## src/rtl/cfg_bank_pkg.sv

```systemverilog
package cfg_bank_pkg;
   localparam int CTL_XPAR_BIT   = 0;
   localparam int CTL_COMMIT_BIT = 1;
   localparam int CTL_ERASE_BIT  = 2;
   localparam int CTL_MIN_W      = 3;

   typedef struct packed {
      logic xpar;
      logic erase_en;
   } ctl_state_t;
endpackage

```

## src/rtl/cfg_ctrl_reg.sv

```systemverilog
module cfg_ctrl_reg (
   input  logic clk,
   input  logic rst_n,
   input  logic wr,
   input  logic wr_xpar,
   input  logic wr_commit,
   input  logic wr_erase,
   input  logic erase_req,
   output logic xpar,
   output logic erase_en,
   output logic commit_pulse,
   output logic erase_grant
);
   import cfg_bank_pkg::*;

   ctl_state_t st_q;

   always_ff @(posedge clk) begin
      if (!rst_n) begin
         st_q <= '0;
      end else if (wr) begin
         st_q.xpar     <= wr_xpar;
         st_q.erase_en <= wr_erase;
      end
   end

   assign xpar         = st_q.xpar;
   assign erase_en     = st_q.erase_en;
   assign commit_pulse = wr & wr_commit;
   assign erase_grant  = erase_req & st_q.erase_en;

   AST_ERASE_GATED: assert property (@(posedge clk) disable iff (!rst_n)
      erase_grant |-> erase_en);
   AST_CTL_STORE: assert property (@(posedge clk) disable iff (!rst_n)
      wr |=> (xpar == $past(wr_xpar)) && (erase_en == $past(wr_erase)));
endmodule

```

## src/rtl/cfg_dbuf_cell.sv

```systemverilog
module cfg_dbuf_cell #(
   parameter int DATA_W = 8
) (
   input  logic              clk,
   input  logic              rst_n,
   input  logic              stage_we,
   input  logic [DATA_W-1:0] stage_d,
   input  logic              act_we,
   input  logic [DATA_W-1:0] act_d,
   input  logic              commit,
   output logic [DATA_W-1:0] q_stage,
   output logic [DATA_W-1:0] q_act
);
   always_ff @(posedge clk) begin
      if (!rst_n) begin
         q_stage <= '0;
         q_act   <= '0;
      end else begin
         if (stage_we) q_stage <= stage_d;
         if (act_we)      q_act <= act_d;
         else if (commit) q_act <= q_stage;
      end
   end

   AST_ACT_HOLD: assert property (@(posedge clk) disable iff (!rst_n)
      (!act_we && !commit) |=> $stable(q_act));
   AST_COMMIT_COPY: assert property (@(posedge clk) disable iff (!rst_n)
      (commit && !act_we) |=> (q_act == $past(q_stage)));
   AST_XPAR_WRITE: assert property (@(posedge clk) disable iff (!rst_n)
      act_we |=> (q_act == $past(act_d)));
   AST_STAGE_HOLD: assert property (@(posedge clk) disable iff (!rst_n)
      !stage_we |=> $stable(q_stage));
endmodule

```

## src/rtl/cfg_read_mux.sv

```systemverilog
module cfg_read_mux #(
   parameter int NUM_REGS = 16,
   parameter int DATA_W   = 8,
   localparam int ADDR_W  = $clog2(NUM_REGS)
) (
   input  logic [ADDR_W-1:0] addr,
   input  logic              ctrl_sel,
   input  logic [DATA_W-1:0] ctrl_word,
   input  logic [DATA_W-1:0] stage_arr [NUM_REGS],
   input  logic [DATA_W-1:0] act_arr   [NUM_REGS],
   output logic [DATA_W-1:0] rdata,
   output logic [DATA_W-1:0] dbg
);
   logic [DATA_W-1:0] act_sel, stage_sel;

   always_comb begin
      act_sel   = '0;
      stage_sel = '0;
      for (int i = 0; i < NUM_REGS; i++) begin
         if (addr == ADDR_W'(i)) begin
            act_sel   = act_arr[i];
            stage_sel = stage_arr[i];
         end
      end
   end

   assign rdata = ctrl_sel ? ctrl_word : act_sel;
   assign dbg   = stage_sel;
endmodule

```

## src/rtl/cfg_bank_dbuf.sv

```systemverilog
module cfg_bank_dbuf #(
   parameter int NUM_REGS = 16,
   parameter int DATA_W   = 8,
   localparam int ADDR_W  = $clog2(NUM_REGS),
   localparam int FLAT_W  = NUM_REGS * DATA_W
) (
   input  logic              clk,
   input  logic              rst_n,
   input  logic              host_wr,
   input  logic              host_ctrl_sel,
   input  logic [ADDR_W-1:0] host_addr,
   input  logic [DATA_W-1:0] host_wdata,
   output logic [DATA_W-1:0] host_rdata,
   output logic [DATA_W-1:0] dbg_rdata,
   input  logic              ld_wr,
   input  logic [ADDR_W-1:0] ld_addr,
   input  logic [DATA_W-1:0] ld_data,
   input  logic              ld_commit,
   input  logic              erase_req,
   output logic              erase_grant,
   output logic [FLAT_W-1:0] active_flat
);
   import cfg_bank_pkg::*;

   if (NUM_REGS < 2) begin : g_bad_depth
      $error("cfg_bank_dbuf: NUM_REGS must be at least 2");
   end
   if (DATA_W < CTL_MIN_W) begin : g_bad_width
      $error("cfg_bank_dbuf: DATA_W too narrow for the control bits");
   end

   logic xpar, erase_en, ctl_commit, commit_all;
   logic host_reg_wr, host_ctl_wr;
   logic [DATA_W-1:0] ctrl_word;
   logic [DATA_W-1:0] stage_arr [NUM_REGS];
   logic [DATA_W-1:0] act_arr   [NUM_REGS];

   assign host_ctl_wr = host_wr & host_ctrl_sel;
   assign host_reg_wr = host_wr & ~host_ctrl_sel & ~ld_wr;

   cfg_ctrl_reg u_ctrl (
      .clk          (clk),
      .rst_n        (rst_n),
      .wr           (host_ctl_wr),
      .wr_xpar      (host_wdata[CTL_XPAR_BIT]),
      .wr_commit    (host_wdata[CTL_COMMIT_BIT]),
      .wr_erase     (host_wdata[CTL_ERASE_BIT]),
      .erase_req    (erase_req),
      .xpar         (xpar),
      .erase_en     (erase_en),
      .commit_pulse (ctl_commit),
      .erase_grant  (erase_grant)
   );

   assign commit_all = ctl_commit | ld_commit;

   always_comb begin
      ctrl_word                 = '0;
      ctrl_word[CTL_XPAR_BIT]   = xpar;
      ctrl_word[CTL_ERASE_BIT]  = erase_en;
   end

   for (genvar g = 0; g < NUM_REGS; g++) begin : g_cell
      logic hit_host, hit_ld;
      assign hit_host = host_reg_wr && (host_addr == ADDR_W'(g));
      assign hit_ld   = ld_wr && (ld_addr == ADDR_W'(g));

      cfg_dbuf_cell #(.DATA_W(DATA_W)) u_cell (
         .clk      (clk),
         .rst_n    (rst_n),
         .stage_we (hit_ld | hit_host),
         .stage_d  (ld_wr ? ld_data : host_wdata),
         .act_we   (hit_host & xpar),
         .act_d    (host_wdata),
         .commit   (commit_all),
         .q_stage  (stage_arr[g]),
         .q_act    (act_arr[g])
      );

      assign active_flat[g*DATA_W +: DATA_W] = act_arr[g];
   end

   cfg_read_mux #(.NUM_REGS(NUM_REGS), .DATA_W(DATA_W)) u_rmux (
      .addr      (host_addr),
      .ctrl_sel  (host_ctrl_sel),
      .ctrl_word (ctrl_word),
      .stage_arr (stage_arr),
      .act_arr   (act_arr),
      .rdata     (host_rdata),
      .dbg       (dbg_rdata)
   );

   AST_CTL_BIT1_ZERO: assert property (@(posedge clk) disable iff (!rst_n)
      host_ctrl_sel |-> (host_rdata[CTL_COMMIT_BIT] == 1'b0));
   AST_LD_BLOCKS_HOST: assert property (@(posedge clk) disable iff (!rst_n)
      (ld_wr && host_wr && !host_ctrl_sel && !commit_all) |=> $stable(active_flat));
endmodule

```

## config.mk

```make
export PLATFORM = sky130hd
export DESIGN_NAME = cfg_bank_dbuf
export DESIGN_NICKNAME = d
export VERILOG_FILES = /design/src/rtl/cfg_bank_pkg.sv /design/src/rtl/cfg_ctrl_reg.sv /design/src/rtl/cfg_dbuf_cell.sv /design/src/rtl/cfg_read_mux.sv /design/src/rtl/cfg_bank_dbuf.sv
export SDC_FILE = /design/constraint.sdc
export NUM_CORES = 1
export LEC_CHECK = 0
export ABC_CLOCK_PERIOD_IN_PS = 2250
export BUFFER_PORTS_ARGS = -buffer_cell sky130_fd_sc_hd__buf_4
export CAP_MARGIN = 20
export CELL_PAD_IN_SITES_DETAIL_PLACEMENT = 0
export CELL_PAD_IN_SITES_GLOBAL_PLACEMENT = 1
export CORE_ASPECT_RATIO = 0.8
export CORE_UTILIZATION = 45
export DETAILED_ROUTE_END_ITERATION = 8
export PLACE_DENSITY = 0.91
export SLEW_MARGIN = 20
export SYNTH_ARGS = -nofsm -noshare
export SYNTH_HDL_FRONTEND = slang
export SYNTH_SLANG_ARGS = --single-unit
```

## constraint.sdc

```tcl
create_clock -name clk -period 2.25 [get_ports clk]
set_input_delay 0.1125 -clock clk [delete_from_list [all_inputs] [get_ports clk]]
set_output_delay 0.1125 -clock clk [all_outputs]
set_load 0.02 [all_outputs]
```

# == Word-level counts from Yosys, hierarchy flattened ==
# Index checks and enable logic that the tools add are counted.
# classes
mul,0
muxes,66
n_reduce_logical,50
n_bitwise,40
n_addsub,0
shift,0
eq_ne,30
div,0
order_cmp,0
# op_table
operator,n
$mux W8,66
$eq A4 B4 Y1 const B,16
$eq A4 B3 Y1 const B,8
$logic_and A1 B1 Y1,32
$reduce_bool A2 Y1,16
$and A1 B1 Y1,21
$or A1 B1 Y1,17
$eq A4 B2 Y1 const B,4
$eq A4 B1 Y1 const B,2
$logic_not A4 Y1,2
$not A1 Y1,2
# totals
mem_count,0
elab_cells,220
rom_bits,0
input_bits,31
ff_bits,258
latchBits,0
ram_bits,0

# == Longest topological paths before layout ==
# Gate-level depths: netlist (run 1).
# logic_depth
depth_word,18
mapped_depth,9

# == By module ==
# A second synthesis (run 1) with hierarchy kept.
# hier_totals
cells_unflattened,1485
area_unflattened_um2,15399.8
# modules_own_cells
module,area_per_inst_um2,n_inst,cells_each
cfg_dbuf_cell,735.7,16,60
cfg_read_mux,2997.9,1,442
cfg_bank_dbuf,544.3,1,75
cfg_ctrl_reg,86.3,1,8

# == Worst setup path before layout (run 1) ==
# Ideal clock, no wire load.
# synth_path
path_kind,input to output
from,in host_addr[2]
to,out host_rdata[1]
t_arrival_ps,2082
required_ps,2138
n_path_buf,4
stages,6
slack_ps,55
cell_sequence,buf_2 -> buf_4 -> buf_2 -> clkbuf_1 -> a211oi_1 -> a2111oi_0
# synth_between
elab_chain_len,18
elab_cells_between_ends,33
classes_between,15 x eq/ne; 17 x mux; 1 x reduce/logical
# synth_lines
item,line_no,rtl
start: declaration,cfg_bank_dbuf.sv:11,"input logic [ADDR_W-1:0] host_addr,"
$logic_not A4 Y1,cfg_read_mux.sv:20,if (addr == ADDR_W'(i)) begin
$mux W8 (15 in a row),cfg_read_mux.sv:20,
$mux W8 (*),cfg_read_mux.sv:20,
$mux W8 (*),cfg_read_mux.sv:27,assign rdata = ctrl_sel ? ctrl_word : act_sel;
end: declaration,cfg_bank_dbuf.sv:13,"output logic [DATA_W-1:0] host_rdata,"
# Mark *: on every way between the ends. The rest lies on a longest branch, timed or not.

# == Final worst setup path (run 1) ==
# layout_path
from,reg g_cell[5].u_cell.q_act[4]
to,out host_rdata[4]
# layout_between
elab_chain_len,12
# layout_lines
item,line_no,rtl
start: declaration,cfg_dbuf_cell.sv:12,output logic [DATA_W-1:0] q_act
start signal: assignment,cfg_dbuf_cell.sv:20,if (act_we) q_act <= act_d;
start signal: assignment,cfg_dbuf_cell.sv:21,else if (commit) q_act <= q_stage;
$mux W8 (11 in a row),cfg_read_mux.sv:20,
$mux W8,cfg_read_mux.sv:27,
# No other way between the ends.

==> impl_summary.txt, run 1 <==
----------------------------------------------------
[STA]
  Period Utilization, post-route ... 108%
  Setup-failing EPs final ... 4
  Hold Worst Slack ... 0.0464 ns
  Final worst setup slack ... -0.178 ns
  Relative slew slack ... 60.3%
  Hold Violations, Final ... 0
  Upper clock frequency limit ... 412 MHz
  Actual slew at the worst max-slew pin ... 0.594 ns
  Number of pins with negative max-slew slack in the final report ... 0
  Setup clock skew after layout ... 0.0155 ns
  Post-route minimum period ... 2.43 ns
  Unrepaired setup endpoints after global routing ... yes

[Synth]
  Area of the mapped netlist ... 0.0137 mm²
  Number of enable-type register cells in the synthesized netlist ... 0
  Synth top area cells ... sky130_fd_sc_hd__dfxtp_1 38%, sky130_fd_sc_hd__o211a_1 19%, sky130_fd_sc_hd__mux2i_1 11%
  Library cell with the largest summed area after synthesis ... sky130_fd_sc_hd__dfxtp_1
  Flip-flop cell with the highest count after synthesis ... sky130_fd_sc_hd__dfxtp_1
  Proportion of synthesized chip area in sequential cells ... 37.7%
  Average size of a mapped cell ... 9.31 µm²
  Fraction of synthesized cell area taken by the top area cell type ... 37.7%
  Most repeated cell in the gate-level netlist after synthesis ... sky130_fd_sc_hd__nand2_1
  Instance count of the mapped netlist ... 1471
  Post-synthesis sequential element count ... 258
  Synth cell types ... 61
  Ys async rst share ... 0%
  Leading cell types by count after synthesis ... 305 x sky130_fd_sc_hd__nand2_1, 258 x sky130_fd_sc_hd__dfxtp_1, 256 x sky130_fd_sc_hd__o211a_1
  Synthesized netlist net count ... 1502
  Count of warnings emitted by yosys ... 0

[Clock tree]
  Clock insertion delay at the later pin of the skew report ... 0.56 ns
  Worst-path clk slew ... 0.07 ns
  Clock tree root driver cell ... sky130_fd_sc_hd__clkbuf_16
  Buffer levels on the longest clock path ... 3
  CTS tree ... done
  Number of sinks handled by clock tree synthesis ... 258
  Number of CTS-inserted buffers ... 28
  Number of H-tree levels ... 1

[Die]
  Count of pins on the block boundary ... 176
  Area enclosed by the die boundary ... 0.0311 mm²
  Num rows ... 56
  Height of the chip ... 158 µm
  Effective utilization at floorplan ... 46.2%
  Core footprint ... 0.0296 mm²
  Horiz. Die Dim ... 197 µm

[Setup path]
  Start point of the critical path ... g_cell[5].u_cell.q_act[4]$_SDFFE_PN0P_
  Worst Path Class, Setup ... reg2out
  Critical path data required time ... 2.14 ns
  Arrival time of data at the critical path endpoint ... 2.32 ns
  Nature of the critical path startpoint ... flop
  Number of cells on the worst reg-to-reg path ... 4
  Critical path capture point type ... output port
  Peak fanout along the critical path ... 3
  Reg-to-reg endpoint ... g_cell[7].u_cell.q_act[5]$_SDFFE_PN0P_
  Register-to-register path setup slack ... 0.32 ns
  Worst flop-to-flop path startpoint ... u_ctrl.xpar$_SDFFE_PN0P_

[Hold path]
  Hold endpoint ... u_ctrl.erase_en$_SDFFE_PN0P_
  Launch point of the worst hold path ... host_wdata[2]
  Number of cells on the worst hold path ... 3
  Path class of the lowest-slack min-delay path ... in2reg

[Run]
  Maximum Capacitance Violations ... 0

[Global route]
  Initial antenna violation count ... 1
  Pin count of the biggest net entering global routing ... 81
  Vias in the first global route ... 12200
  Global-route wire length before repair ... 83900 µm
  All-Layer GR Usage ... 36.9%
  Global route overflow ... 0

[Power and ir drop]
  PnR Total Power ... 0.0108 W
  IR Drop Worst-Case VDD ... 0.000547 V
  Pwr per Cell Area ... 633 mW/mm²
  Leak ... 9.95 nW

[Outcome]
  Violations in the final reports ... setup timing
  Outcome ... complete, but fails checks

[Detailed routing]
  Number of optimization iterations in the first detailed-route pass ... 6
  Post-DR wirelength/cell ... 28.4 µm
  Remaining design rule violation count ... 0
  Post-DR vias/cell ... 6.38
  Via total after detailed routing ... 13200
  Total Routed Length ... 58700 µm
  Count of nets left with antenna violations after detail routing ... 0
  Drt initial violations ... 1555

[Placement]
  Count of placed standard cells including taps ... 2016
  Routability cong. ... 1.01
  IO buf count ... 175
  HPWL reported at the end of detailed placement ... 41400 µm

[Cells and area]
  Filler cells ... 2681
  Antenna cell count ... 0
  Number of nets in the finished design ... 1674
  Layout overhead on the synthesized area ... 24.5%
  Ratio of cells with drive above 1 in the final layout ... 28.2%
  Layout Utilization ... 57.5%
  Cell Count, Final, Fillers Out ... 2068

----------------------------------------------------
-- placed cells by master, fill, tap and decap left out, types with 29 or more instances in the layout --
master,instances
sky130_fd_sc_hd__mux2i_1,148
sky130_fd_sc_hd__dfxtp_1,219
sky130_fd_sc_hd__o211a_1,256
sky130_fd_sc_hd__clkbuf_16,29
sky130_fd_sc_hd__a21oi_1,34
sky130_fd_sc_hd__nor2_1,46
sky130_fd_sc_hd__buf_4,271
sky130_fd_sc_hd__o21ai_0,32
sky130_fd_sc_hd__nand2_1,303
sky130_fd_sc_hd__dfxtp_2,33
-- flip-flops by register name, summed over array words and instances, names as in the netlist --
| signal | cells |
|---|---|
| g_cell.u_cell.q_act | 128 |
| g_cell.u_cell.q_stage | 128 |
| u_ctrl.erase_en | 1 |
| u_ctrl.xpar | 1 |
-- stage by stage --
step,setup TNS (ns),instance area (µm²),setup WS [ns]
after floorplan,0,13700,0.0552
after global placement,-0.309,15800,-0.128
after detailed placement,-0.296,15800,-0.0999
after CTS,-0.371,16900,-0.224
after global routing,-0.561,17000,-0.256
final,-0.294,17000,-0.178
-- per-layer routing --
metal | GRT usage [%] | vias up | share of wire (%)
li1 | - | 5798 | -
met1 | 50.8 | 6572 | 43
met2 | 58.6 | 720 | 45
met3 | 6.31 | 111 | 8.9
met4 | 12.0 | 2 | 3.2
met5 | 0 | - | 0.020
-- logic make-up (layout without fill, tap and decap cells) --
kind of cell           Yosys count  after routing  synth area share, %
AO/OA/AOI/OAI                  442            442                 28.1
flip-flops                     258            258                 37.7
multiplexers                   187            187                 15.3
buffers and inverters          160            351                 5.74
AND/OR/NAND/NOR                424            424                 13.1
-- worst max-delay path by stage --
stage | endpoint | slack, ns | cells after the start
finish | host_rdata[4] | -0.18 | 7
global route | host_rdata[4] | -0.26 | 7
CTS | host_rdata[4] | -0.22 | 7
detailed placement | host_rdata[7] | -0.1 | 9
global placement | host_rdata[3] | -0.13 | 8
floorplan | host_rdata[1] | 0.06 | 6
-- where the power goes --
group / leakage, nW / switching, W / internal [W]
clock network: 0.424 / 0.00191 / 0.00252
logic: 7.42 / 0.000988 / 0.000586
registers: 2.11 / 0.000118 / 0.00466
total: 9.95 / 0.00302 / 0.00777
-- cell type report --
type / instances / area, µm² / share of cell area (%)
inverters: 9 / 33.8 / 0.198
multi-input cells: 1053 / 8060 / 47.3
flip-flops and latches: 258 / 5230 / 30.7
repair buffers: 293 / 2360 / 13.8
clock buffers: 43 / 828 / 4.86
well taps: 406 / 508 / 2.98
clock inverters: 6 / 36.3 / 0.213
-- what timing repair did --
item / in CTS / in global routing
hold buffers: 3 / 0
setup endpoints to repair: 14 / 14
gates resized for setup: 87 / 32
buffers inserted: 4 / 2
pin swaps: 25 / 14
hold endpoints to repair: 35 / 0
-- worst max-delay path, cell delays in order, from the launching register on --
cell                       delay [ns]
sky130_fd_sc_hd__dfxtp_1         0.48
sky130_fd_sc_hd__nand2b_1        0.16
sky130_fd_sc_hd__o211ai_1        0.15
sky130_fd_sc_hd__a311oi_2        0.31
sky130_fd_sc_hd__o21ai_1         0.11
sky130_fd_sc_hd__a221oi_2        0.27
sky130_fd_sc_hd__buf_4           0.16
sky130_fd_sc_hd__buf_6           0.11
Note: power is estimated with default switching activity, not from simulation.
==> run 2, diff against run 1 <==
RECOVER_POWER = 100   (was unset)
==> impl_summary.txt, run 2 (synthesis results as in run 1) <==
----------------------------------------------------
[Cells and area]
  Regs by FF count ... g_cell.u_cell.q_act: 128 flops, g_cell.u_cell.q_stage: 128 flops
  Cell Count, Final, Fillers Out ... 2068
  Layout overhead on the synthesized area ... 20.5%
  Number of nets in the finished design ... 1674
  Most common cell after layout, fill and taps aside ... sky130_fd_sc_hd__nand2_1
  Antenna cell count ... 0
  Commonest non-fill, non-tap cells in the layout ... 303 x sky130_fd_sc_hd__nand2_1, 256 x sky130_fd_sc_hd__o211a_1, 245 x sky130_fd_sc_hd__dfxtp_1
  Ratio of cells with drive above 1 in the final layout ... 20.2%

[Power and ir drop]
  Pwr per Cell Area ... 651 mW/mm²
  Leak ... 9.47 nW
  IR Drop Worst-Case VDD ... 0.000550 V

[Die]
  Height of the chip ... 158 µm
  Horiz. Die Dim ... 197 µm
  Count of pins on the block boundary ... 176
  Area enclosed by the die boundary ... 0.0311 mm²
  Core footprint ... 0.0296 mm²
  Effective utilization at floorplan ... 46.2%
  Num rows ... 56

[Setup path]
  Worst Path Class, Setup ... reg2out
  Critical path data required time ... 2.14 ns
  Peak fanout along the critical path ... 3
  Nature of the critical path startpoint ... flop
  Arrival time of data at the critical path endpoint ... 2.31 ns
  Critical path capture point type ... output port

[Placement]
  Routability cong. ... 1.01
  Setup slack at placement ... -0.0999 ns
  Count of placed standard cells including taps ... 2016
  HPWL reported at the end of detailed placement ... 41400 µm
  IO buf count ... 175

[Global route]
  Vias in the first global route ... 12200
  All-Layer GR Usage ... 36.9%
  Pin count of the biggest net entering global routing ... 81
  Initial antenna violation count ... 1
  Global route overflow ... 0
  Global-route wire length before repair ... 83900 µm

[Detailed routing]
  Post-DR vias/cell ... 6.38
  Number of optimization iterations in the first detailed-route pass ... 6
  Drt initial violations ... 1494
  Count of nets left with antenna violations after detail routing ... 0
  Post-DR wirelength/cell ... 28.4 µm
  Remaining design rule violation count ... 0
  Total Routed Length ... 58700 µm
  Via total after detailed routing ... 13200

[Clock tree]
  Buffer levels on the longest clock path ... 3
  Number of H-tree levels ... 1
  CTS tree ... done
  Worst-path clk slew ... 0.06 ns
  Clock tree root driver cell ... sky130_fd_sc_hd__clkbuf_16
  Number of sinks handled by clock tree synthesis ... 258
  Number of CTS-inserted buffers ... 28
  Clock insertion delay at the later pin of the skew report ... 0.56 ns

[STA]
  Number of pins with negative max-slew slack in the final report ... 0
  Period Utilization, post-route ... 107%
  Setup-failing EPs final ... 17
  Hold Violations, Final ... 0
  Post-route minimum period ... 2.42 ns
  Setup clock skew after layout ... 0.0149 ns
  Unrepaired setup endpoints after global routing ... yes
  Actual slew at the worst max-slew pin ... 0.995 ns
  Relative slew slack ... 33.6%
  Final worst setup slack ... -0.169 ns
  Upper clock frequency limit ... 413 MHz

[Outcome]
  Violations in the final reports ... setup timing
  Outcome ... complete, but fails checks

[Run]
  Maximum Capacitance Violations ... 0

[Hold path]
  Path class of the lowest-slack min-delay path ... in2reg

----------------------------------------------------
==> run 2: changes by cell type in the layout (fill, tap and decap cells not counted), moves of 2 or more <==
cell                       delta
sky130_fd_sc_hd__clkbuf_2    +20
sky130_fd_sc_hd__dfxtp_2     -22
sky130_fd_sc_hd__dfxtp_1     +26
sky130_fd_sc_hd__o22ai_1      +2
sky130_fd_sc_hd__buf_2        +3
sky130_fd_sc_hd__o22ai_2      -2
sky130_fd_sc_hd__buf_4      -127
sky130_fd_sc_hd__dfxtp_4      -4
sky130_fd_sc_hd__clkbuf_1   +104
sky130_fd_sc_hd__o32ai_4      -2
==> run 2: layer usage <==
layer	wire length, µm	part of all wire (%)	global-route usage [%]	vias up
li1	-	-	-	5772
met1	25300	43	50.8	6531
met2	26000	44	58.6	760
met3	5300	9.0	6.31	133
met4	2070	3.5	12.0	2
met5	12	0.020	0	-
==> run 2: layout make-up <==
cell class / count / area, µm²
flip-flops and latches: 258 / 5190
fillers: 2819 / 13100
inverters: 9 / 33.8
clock buffers: 43 / 828
repair buffers: 293 / 1910
well taps: 406 / 508
clock inverters: 6 / 36.3
multi-input cells: 1053 / 8010
==> run 2: report_power, final <==
| part | switching, W | internal (W) | total, W |
|---|---|---|---|
| clock | 0.00191 | 0.00252 | 0.00442 |
| sequential | 0.000117 | 0.00467 | 0.00478 |
| combinational | 0.000982 | 0.000555 | 0.00154 |
==> run 2: critical path, stage by stage, from the launching register on <==
cell and delay, ns:
sky130_fd_sc_hd__dfxtp_1 0.46, sky130_fd_sc_hd__and2_4 0.19, sky130_fd_sc_hd__a211oi_1 0.05, sky130_fd_sc_hd__a2111oi_2 0.34, sky130_fd_sc_hd__o31ai_1 0.13, sky130_fd_sc_hd__a211oi_2 0.29, sky130_fd_sc_hd__buf_4 0.16, sky130_fd_sc_hd__buf_4 0.13
==> run 2: per-stage QoR <==
stage                     TNS (ns)  hold WS [ns]  instance area [µm²]  utilization [%]  total power (W)
after detailed placement    -0.296         0.460                15800             53.2          0.00634
after global placement      -0.309         0.450                15800             53.2          0.00633
after CTS                   -0.371        0.0188                16900             57.1           0.0108
after global routing         -2.70        0.0553                16500             55.7           0.0110
final                       -0.903        0.0518                16500             55.7           0.0107
after floorplan                  0         0.285                13700                -          0.00568
==> run 2: worst paths after layout <==
kind	slack, ns	depth (start not counted)	from	to
max	-0.17	7	g_cell[3].u_cell.q_act[6]$_SDFFE_PN0P_	host_rdata[6]
min	0.05	3	host_wdata[2]	u_ctrl.erase_en$_SDFFE_PN0P_
max reg2reg	0.35	4	u_ctrl.xpar$_SDFFE_PN0P_	g_cell[6].u_cell.q_act[6]$_SDFFE_PN0P_
min reg2reg	0.50	1	g_cell[10].u_cell.q_stage[7]$_SDFFE_PN0P_	g_cell[10].u_cell.q_stage[7]$_SDFFE_PN0P_
==> run 2: timing repair <==
item	in CTS	in global routing
pin swaps	25	14
buffers inserted	4	2
endpoints found under the hold margin	35	0
hold buffers	3	0
endpoints found under the setup margin	14	14
resized for setup	87	32
==> run 3, diff against run 2 <==
ABC_CLOCK_PERIOD_IN_PS = 2200   (was 2250)
CORE_UTILIZATION = 41   (was 45)
PLACE_DENSITY = 0.87   (was 0.91)
SETUP_SLACK_MARGIN = 0.4   (was unset)
clock period = 2.2 ns   (was 2.25 ns; I/O delays follow)
==> impl_summary.txt, run 3 (synthesis results as in run 1) <==
----------------------------------------------------
[Outcome]
  Outcome ... complete, but fails checks
  Violations in the final reports ... DRC, setup timing

[Hold path]
  Number of cells on the worst hold path ... 3
  Path class of the lowest-slack min-delay path ... in2reg

[Detailed routing]
  Number of optimization iterations in the first detailed-route pass ... 8
  Remaining design rule violation count ... 26
  Total Routed Length ... 58300 µm
  Via total after detailed routing ... 13300
  Post-DR wirelength/cell ... 27.4 µm
  Count of nets left with antenna violations after detail routing ... 0
  Drt initial violations ... 1581
  Post-DR vias/cell ... 6.25

[Die]
  Count of pins on the block boundary ... 176
  Num rows ... 59
  Core footprint ... 0.0327 mm²
  Horiz. Die Dim ... 206 µm
  Effective utilization at floorplan ... 41.9%
  Area enclosed by the die boundary ... 0.0341 mm²
  Height of the chip ... 165 µm

[Clock tree]
  Clock tree root driver cell ... sky130_fd_sc_hd__clkbuf_16
  Number of sinks handled by clock tree synthesis ... 258
  Number of H-tree levels ... 1
  Buffer levels on the longest clock path ... 3
  CTS tree ... done
  Number of CTS-inserted buffers ... 26
  Worst-path clk slew ... 0.06 ns
  Clock insertion delay at the later pin of the skew report ... 0.55 ns

[Setup path]
  Worst Path Class, Setup ... reg2out
  Nature of the critical path startpoint ... flop
  Critical path capture point type ... output port
  Arrival time of data at the critical path endpoint ... 2.33 ns
  Critical path data required time ... 2.09 ns
  Register-to-register path setup slack ... 0.09 ns
  Number of cells on the worst reg-to-reg path ... 4
  Reg-to-reg endpoint ... g_cell[4].u_cell.q_act[6]$_SDFFE_PN0P_
  Start point of the critical path ... g_cell[2].u_cell.q_act[4]$_SDFFE_PN0P_
  Crit path capture ... host_rdata[4]
  Worst flop-to-flop path startpoint ... u_ctrl.xpar$_SDFFE_PN0P_
  Peak fanout along the critical path ... 2

[Global route]
  Vias in the first global route ... 12200
  Pin count of the biggest net entering global routing ... 83
  All-Layer GR Usage ... 33.4%
  Global-route wire length before repair ... 83200 µm
  Global route overflow ... 0
  Initial antenna violation count ... 1

[Cells and area]
  Number of nets in the finished design ... 1710
  Layout Utilization ... 53.0%
  Commonest non-fill, non-tap cells in the layout ... 298 x sky130_fd_sc_hd__nand2_1, 256 x sky130_fd_sc_hd__o211a_1, 222 x sky130_fd_sc_hd__dfxtp_1
  Ratio of cells with drive above 1 in the final layout ... 26.6%
  Most common cell after layout, fill and taps aside ... sky130_fd_sc_hd__nand2_1
  Sequential cell area in the final layout ... 0.00522 mm²
  Antenna cell count ... 0
  Regs by FF count ... g_cell.u_cell.q_act: 128 flops, g_cell.u_cell.q_stage: 128 flops
  Layout overhead on the synthesized area ... 26.4%
  Multi-input gate area ... 0.00828 mm²
  Filler cells ... 3087

[Power and ir drop]
  Part of the power in registers ... 42.8%
  Internal Power ... 0.00830 W
  Clk pwr share ... 42.8%
  Leak ... 9.94 nW
  P_sw ... 0.00312 W
  Combinational share of power ... 14.4%
  Switching part of the total ... 27.3%
  IR Drop Worst-Case VDD ... 0.000454 V
  Pwr per Cell Area ... 659 mW/mm²

[STA]
  Number of pins with negative max-slew slack in the final report ... 0
  Hold Worst Slack ... 0.0463 ns
  Setup-failing EPs final ... 9
  Upper clock frequency limit ... 410 MHz
  Relative slew slack ... 16.9%
  Unrepaired setup endpoints after global routing ... yes
  Actual slew at the worst max-slew pin ... 1.25 ns
  Sum Neg Setup Slack ... -0.955 ns
  Final worst setup slack ... -0.241 ns
  Period Utilization, post-route ... 111%
  Hold Violations, Final ... 0
  Setup clock skew after layout ... 0.0140 ns
  Post-route minimum period ... 2.44 ns

[Run]
  Maximum Capacitance Violations ... 0

[Placement]
  HPWL reported at the end of detailed placement ... 41000 µm
  Routability cong. ... 1.03
  IO buf count ... 175
  Setup slack at placement ... 0.0312 ns

----------------------------------------------------
## run 3: changes by cell type in the layout (fill, tap and decap cells not counted), moves of 16 or more
cell / change
sky130_fd_sc_hd__dfxtp_2: +20
sky130_fd_sc_hd__clkbuf_1: -27
sky130_fd_sc_hd__clkbuf_2: -16
sky130_fd_sc_hd__buf_4: +77
sky130_fd_sc_hd__dfxtp_1: -23
## run 3: per-stage QoR
step | std cells | instance area, µm² | power (W)
after CTS | 2118 | 17600 | 0.0114
after detailed placement | 2039 | 15900 | 0.00649
after global routing | 2125 | 17300 | 0.0117
after floorplan | 1471 | 13700 | 0.00582
after global placement | 2039 | 15900 | 0.00648
final | 2125 | 17300 | 0.0114
## run 3: power groups by stage
| stage | registers (W) | logic, W | clock network (W) |
|---|---|---|---|
| 6_report | 0.00488 | 0.00165 | 0.00488 |
| 5_1_grt | 0.00489 | 0.00171 | 0.00509 |
| 4_1_cts | 0.00487 | 0.00162 | 0.00490 |
| 3_5_place_dp | 0.00499 | 0.00150 | 0 |
| 3_3_place_gp | 0.00499 | 0.00149 | 0 |
| 2_1_floorplan | 0.00497 | 0.000849 | 0 |
## run 3: repair_timing
item,CTS,global route
pin swaps,43,24
setup buffers,30,7
setup endpoints to repair,42,85
hold buffers,2,0
endpoints found under the hold margin,26,0
gates resized for setup,173,47
gates cloned,0,0
## run 3: routing by layer
layer,track usage (%),part of all wire (%),up-vias
li1,-,-,5845
met5,0,0,-
met3,4.93,8.9,119
met2,51.7,45,691
met4,10.6,3.3,0
met1,47.4,43,6629
## run 3: worst min-delay path by stage
stage	endpoint	slack [ns]	from
floorplan	u_ctrl.erase_en$_SDFFE_PN0P_	0.28	host_wr
global placement	u_ctrl.erase_en$_SDFFE_PN0P_	0.45	host_wr
detailed placement	u_ctrl.xpar$_SDFFE_PN0P_	0.46	host_wr
CTS	u_ctrl.xpar$_SDFFE_PN0P_	0.02	host_wdata[0]
global route	u_ctrl.xpar$_SDFFE_PN0P_	0.06	host_wdata[0]
finish	u_ctrl.xpar$_SDFFE_PN0P_	0.05	host_wdata[0]
## run 3: critical path, cell delays in order, from the launching register on
cell	delay [ns]
sky130_fd_sc_hd__dfxtp_4	0.35
sky130_fd_sc_hd__or3b_4	0.38
sky130_fd_sc_hd__a21o_1	0.19
sky130_fd_sc_hd__a311oi_2	0.21
sky130_fd_sc_hd__o21ai_1	0.11
sky130_fd_sc_hd__a221oi_2	0.34
sky130_fd_sc_hd__buf_4	0.21
## run 3: area by class of cell
| class | count | area share, % |
|---|---|---|
| Multi-Input combinational cell | 1053 | 47.8 |
| Sequential cell | 258 | 30.2 |
| Timing Repair Buffer | 331 | 13.4 |
| Clock buffer | 37 | 4.46 |
| Tap cell | 427 | 3.08 |
| Clock inverter | 10 | 0.881 |
| Inverter | 9 | 0.195 |
